==> src/rtl/banked_decode_pkg.sv <==
package banked_decode_pkg;

  typedef enum logic {
    BUS_WRITE = 1'b0,
    BUS_READ  = 1'b1
  } bus_dir_e;

endpackage

==> src/rtl/bank_capture.sv <==
module bank_capture #(
  parameter int BANK_W = 8
) (
  input  logic              clk,
  input  logic              rst_n,
  input  logic              phi2,
  input  logic [BANK_W-1:0] data_in,
  output logic [BANK_W-1:0] bank
);

  logic [BANK_W-1:0] bank_q;

  // Sample while phase-2 is low; freeze once it rises.
  always_ff @(posedge clk or negedge rst_n) begin
    if (!rst_n)     bank_q <= '0;
    else if (!phi2) bank_q <= data_in;
  end

  // Open (transparent) in the address half, held in the data half.
  always_comb begin
    if (!rst_n)    bank = '0;
    else if (phi2) bank = bank_q;
    else           bank = data_in;
  end

  a_r2_hold_in_data_phase : assert property (@(posedge clk) disable iff (!rst_n)
    (phi2 && $past(phi2)) |-> $stable(bank_q));

endmodule

==> src/rtl/strobe_decoder.sv <==
module strobe_decoder #(
  parameter int   SEL_W    = 2,
  parameter int   NUM_OUT  = 3,
  parameter logic FIRE_DIR = 1'b1
) (
  input  logic               clk,
  input  logic               rst_n,
  input  logic               enable,
  input  logic               rw,
  input  logic [SEL_W-1:0]   sel,
  output logic [NUM_OUT-1:0] strobe_n
);

  logic fire;
  assign fire = enable && (rw == FIRE_DIR);

  for (genvar i = 0; i < NUM_OUT; i++) begin : g_out
    localparam logic [SEL_W-1:0] CODE = SEL_W'(i);
    assign strobe_n[i] = !(fire && (sel == CODE));
  end

  a_r5_quiet_when_disabled : assert property (@(posedge clk) disable iff (!rst_n)
    !enable |-> (&strobe_n));
  a_r4_one_strobe_max : assert property (@(posedge clk) disable iff (!rst_n)
    $countones(~strobe_n) <= 1);

endmodule

==> src/rtl/chip_select_decoder.sv <==
module chip_select_decoder #(
  parameter int SEL_W = 3
) (
  input  logic                  clk,
  input  logic                  rst_n,
  input  logic                  enable,
  input  logic [SEL_W-1:0]      sel,
  output logic [(1<<SEL_W)-1:0] ce_n
);

  localparam int NUM_CE = 1 << SEL_W;

  for (genvar k = 0; k < NUM_CE; k++) begin : g_ce
    localparam logic [SEL_W-1:0] CODE = SEL_W'(k);
    assign ce_n[k] = !(enable && (sel == CODE));
  end

  a_r6_ce_onehot0 : assert property (@(posedge clk) disable iff (!rst_n)
    $onehot0(~ce_n));
  a_r6_ce_when_enabled : assert property (@(posedge clk) disable iff (!rst_n)
    enable |-> ($countones(~ce_n) == 1));

endmodule

==> src/rtl/banked_addr_decoder.sv <==
module banked_addr_decoder #(
  parameter int ADDR_LO_W   = 16,
  parameter int BANK_W      = 8,
  parameter int MOD_SEL_W   = 2,
  parameter int NUM_MODULES = 3,
  parameter int CE_SEL_W    = 3
) (
  input  logic                           clk,
  input  logic                           rst_n,
  input  logic                           phi2,
  input  logic                           vda,
  input  logic                           rw,
  input  logic [ADDR_LO_W-1:0]           cpu_addr,
  input  logic [BANK_W-1:0]              cpu_data,
  output logic [ADDR_LO_W+BANK_W-1:0]    mem_addr,
  output logic [NUM_MODULES-1:0]         oe_n,
  output logic [NUM_MODULES-1:0]         we_n,
  output logic [(1<<CE_SEL_W)-1:0]       ce_n,
  output logic                           buf_dir,
  output logic                           buf_en_n
);
  import banked_decode_pkg::*;

  localparam int MOD_MSB = BANK_W - 1;
  localparam int CE_MSB  = BANK_W - MOD_SEL_W - 1;
  localparam logic [MOD_SEL_W:0] POPULATED = (MOD_SEL_W+1)'(NUM_MODULES);

  logic [BANK_W-1:0]    bank;
  logic [MOD_SEL_W-1:0] mod_sel;
  logic [CE_SEL_W-1:0]  ce_sel;
  logic                 mod_present;
  logic                 strobe_en;
  logic                 ce_en;

  bank_capture #(.BANK_W(BANK_W)) u_bank (
    .clk     (clk),
    .rst_n   (rst_n),
    .phi2    (phi2),
    .data_in (cpu_data),
    .bank    (bank)
  );

  assign mem_addr    = {bank, cpu_addr};
  assign mod_sel     = bank[MOD_MSB -: MOD_SEL_W];
  assign ce_sel      = bank[CE_MSB -: CE_SEL_W];
  assign mod_present = ({1'b0, mod_sel} < POPULATED);
  assign strobe_en   = rst_n && phi2 && vda;
  assign ce_en       = rst_n && vda && mod_present;

  // Read-side decoder: fires on reads only.
  strobe_decoder #(
    .SEL_W(MOD_SEL_W), .NUM_OUT(NUM_MODULES), .FIRE_DIR(BUS_READ)
  ) u_oe_dec (
    .clk(clk), .rst_n(rst_n), .enable(strobe_en), .rw(rw),
    .sel(mod_sel), .strobe_n(oe_n)
  );

  // Write-side decoder: same select, opposite read/write sense.
  strobe_decoder #(
    .SEL_W(MOD_SEL_W), .NUM_OUT(NUM_MODULES), .FIRE_DIR(BUS_WRITE)
  ) u_we_dec (
    .clk(clk), .rst_n(rst_n), .enable(strobe_en), .rw(rw),
    .sel(mod_sel), .strobe_n(we_n)
  );

  chip_select_decoder #(.SEL_W(CE_SEL_W)) u_ce_dec (
    .clk(clk), .rst_n(rst_n), .enable(ce_en), .sel(ce_sel), .ce_n(ce_n)
  );

  assign buf_dir  = rw;
  assign buf_en_n = !(rst_n && phi2);

  a_r4_read_write_exclusive : assert property (@(posedge clk) disable iff (!rst_n)
    (&oe_n) || (&we_n));
  a_r3_unpopulated_quiet : assert property (@(posedge clk) disable iff (!rst_n)
    (vda && !mod_present) |-> ((&oe_n) && (&we_n) && (&ce_n)));
  a_r7_buffer_closed_low_phase : assert property (@(posedge clk) disable iff (!rst_n)
    !phi2 |-> buf_en_n);
  a_r5_no_strobe_low_phase : assert property (@(posedge clk) disable iff (!rst_n)
    !phi2 |-> ((&oe_n) && (&we_n)));

  always_comb begin
    if (!rst_n) a_r8_reset_quiet : assert ((&oe_n) && (&we_n) && (&ce_n) && buf_en_n);
  end

endmodule

==> config.mk <==
export PLATFORM = sky130hd
export DESIGN_NAME = banked_addr_decoder
export DESIGN_NICKNAME = d
export VERILOG_FILES = /design/src/rtl/banked_decode_pkg.sv /design/src/rtl/bank_capture.sv /design/src/rtl/strobe_decoder.sv /design/src/rtl/chip_select_decoder.sv /design/src/rtl/banked_addr_decoder.sv
export SDC_FILE = /design/constraint.sdc
export NUM_CORES = 1
export LEC_CHECK = 0
export ABC_AREA = 1
export BUFFER_PORTS_ARGS = -buffer_cell sky130_fd_sc_hd__buf_4
export CAP_MARGIN = 20
export CORE_MARGIN = 10
export CORE_UTILIZATION = 36
export DETAILED_ROUTE_END_ITERATION = 12
export GPL_ROUTABILITY_DRIVEN = 0
export PLACE_DENSITY_LB_ADDON = 0.12
export SLEW_MARGIN = 20
export SYNTH_ARGS = -nofsm -noshare
export SYNTH_HDL_FRONTEND = slang
export SYNTH_SLANG_ARGS = --single-unit
export TNS_END_PERCENT = 20
==> constraint.sdc <==
create_clock -name clk -period 1.2 [get_ports clk]
set_input_delay 0.24 -clock clk [delete_from_list [all_inputs] [get_ports clk]]
set_output_delay 0.24 -clock clk [all_outputs]
set_load 0.05 [all_outputs]
==> qor.yml <==
cts:
  root_buffer: "clkbuf_4"
  cts.sinks: 8
  htree_num_levels: 1
  cts_made_buffers: 3
  clk_path_buf_depth: 2
  worstSkewPairLatency_ns: 0.26
  cts_tree: "done"
  clk_pin_slew_ns: 0.05
worst_setup_path:
  r2r_end: "u_bank.bank_q[6]$_DFF_PN0_"
  reg2regPathDepth: 4
  path_cells: "nand2_2 -> nand2_4 -> a21oi_4 -> nand2_1 -> buf_6"
  startpoint_type: "flip-flop"
  crit_required_ns: 0.96
  arrival_ns: 1.30
  cp_slowest_stage_delay_ns: 0.37
  worstReg2RegStart: "u_bank.bank_q[6]$_DFF_PN0_"
  end_kind: "output port"
  worst-setup-path-type: "reg -> out"
  crit_fanout: 8
  cpMaxStageDelayCell: "dfrtp_1"
  reg2reg_slack_ns: 0.32
synthesis:
  synth_ff_type: "dfrtp_1"
  synthArstFlopShare_pct: 100
  syn_avg_cell_area_um2: 6.74
  netlist_top_cells_area: "dfrtp_1, buf_4, nand2_1"
  syn_inst: 109
  synth.most_common_cell: "nand2_1"
  synth_seq_cells: 8
  synth_commonest_cells: "nand2_1, buf_4, nand3_1, nor2_1, inv_1"
  synth_warnings: 0
  synth_top_area_share_pct: 27.3
  synth_edf_count: 0
  synth.distinct_cells: 13
  ys_seq_area_share_pct: 27.3
  yosysTopAreaCell: "dfrtp_1"
  synth_area_um2: 734
  syn_nets: 138
grt:
  grt.overflow.total: 0
  grt.total_usage_pct: 11.1
  grt_max_degree: 9
  grt_pass1_vias: 839
  antenna_found_initial: 0
  grt_pass1_wl_um: 3820
pwr:
  peakVddDrop_mv: 0.548
  power-per-cell-area_nw_per_um2: 739
  switchingPower_w: 0.000400
  internal_power_w: 0.000614
  p_comb_share_pct: 49.3
  total_power_w: 0.00101
  power_frac_seq_pct: 29.8
  sw_frac_of_total_pct: 39.5
  power_leakage_nw: 0.666
  clockPowerShare_pct: 20.9
floorplanning:
  initial_core_util_pct: 37.8
  die_area_um2: 4250
  pin_count: 69
  die_w_um: 65.2
  rows: 16
  core-area_um2: 1940
  die_y_um: 65.2
outcome:
  status: "finished with violations"
  violations: "setup timing"
sta:
  worst_clock_skew_ns: 0
  drv_slew: 0
  layout_min_cycle_time_ns: 1.54
  finalWorstSetupSlack_ns: -0.338
  final.setup.tns_ns: -5.37
  setup_viol: 22
  fmax_mhz: 650
  rsz0062_at_grt: "yes"
  fin_crit_sh_pct: 128
  tightest_slew_ns: 0.219
  slew_headroom_pct: 85.3
  hold_viol: 0
final_layout:
  stdcell_area_um2: 1370
  fillers: 162
  top_register: "u_bank.bank_q"
  fin_cells: 178
  area_growth_pct: 87.1
  reg_top3: "u_bank.bank_q (8)"
  drive_gt1_share_pct: 61.6
  antenna_cells: 0
  nets: 182
  largest_register_ff_count: 8
  finish.utilization_pct: 70.7
placed_design:
  dp_hpwl_um: 1860
  placed_cells: 169
  portBuffers: 36
  dpl-instance-area_um2: 1130
run:
  cap_violations: 0
hold_path:
  hold_class: "in -> async"
drt:
  viasPerCell: 4.61
  drtAntennaViolNets: 0
  post_drt_wl_per_cell_um: 13.9
  drtIter0Drc: 25
  drc: 0
  routed_wl_um: 2480
  vias: 821
  firstDrtPassIters: 6
-- layer usage --
layer | global-route usage (%) | vias to the layer above | share of wire (%)
met2 | 18.0 | 37 | 51
met1 | 11.2 | 368 | 35
met4 | 5.88 | 0 | 2.7
met5 | 0 | - | 0
li1 | - | 404 | -
met3 | 5.93 | 12 | 12
-- power groups by stage --
stage / sequential [W] / clock [W] / combinational [W]
after detailed placement: 0.000307 / 0 / 0.000422
final: 0.000302 / 0.000212 / 0.000500
after global routing: 0.000305 / 0.000229 / 0.000532
after floorplan: 0.000305 / 0 / 0.000408
after global placement: 0.000307 / 0 / 0.000417
after CTS: 0.000303 / 0.000213 / 0.000470
-- final cells by class --
class	instances	area (um2)	area share, %
sequential	8	200	14.6
multi-input combinational	70	464	33.8
inverter	12	63.8	4.64
clock buffer	3	22.5	1.64
tap	27	33.8	2.46
timing repair buffer	58	589	42.9
-- worst max-delay path, delay by kind of cell, from the launching register on --
kind                   cells  cell delay, ns
and+or+nand+nor            3            0.27
buffers and inverters      1            0.17
DFF                        1            0.37
AOI/OAI and AO/OA          1            0.22
-- logic make-up after synthesis --
group                  Yosys count  synth area share [%]
AND/OR/NAND/NOR                 66                  42.1
buffers and inverters           31                  26.4
flip-flops                       8                  27.3
AO/OA/AOI/OAI                    4                  4.26
-- stage by stage --
step	hold slack, ns	setup WS, ns
detailed placement	0.208	-0.244
finish	0.0484	-0.338
global route	0.0633	-0.422
floorplan	-0.0556	-0.220
CTS	0.0582	-0.332
global placement	0.198	-0.206
-- worst max-delay path by stage --
stage                                     startpoint  endpoint  slack, ns  cells after the start
after global routing      u_bank.bank_q[7]$_DFF_PN0_   ce_n[3]      -0.42                      5
final                     u_bank.bank_q[7]$_DFF_PN0_   ce_n[3]      -0.34                      5
after CTS                 u_bank.bank_q[6]$_DFF_PN0_   ce_n[1]      -0.33                      5
after global placement                          phi2   oe_n[1]      -0.21                      8
after detailed placement                        phi2   oe_n[1]      -0.24                      8
after floorplan           u_bank.bank_q[7]$_DFF_PN0_   oe_n[2]      -0.22                      5
-- placed cells by master (no fill, tap or decap) --
master         Yosys  final
nand2_2            7      9
inv_6              0      2
inv_2              2      1
nor2_1            10      8
nand3_2            0      4
buf_4             18     28
clkinvlp_4         0      1
inv_1              9      6
nand3_1           11      3
buf_8              0      5
a21oi_4            1      1
nand2_1           34     30
clkbuf_4           0      3
nand3_4            0      4
inv_4              1      2
dlygate4sd3_1      0      3
nor2_2             0      2
dfrtp_1            8      8
a21oi_2            0      3
nand2_8            0      2
nand2_4            4      4
buf_12             0      3
buf_6              1     19
-- repair_timing --
item,CTS,global route
setup endpoints to repair,22,22
hold buffers,3,0
pin swaps,6,7
endpoints found under the hold margin,5,0
resized for setup,27,17
setup buffers,2,1
No activity file was read; power rests on OpenSTA's default activity.
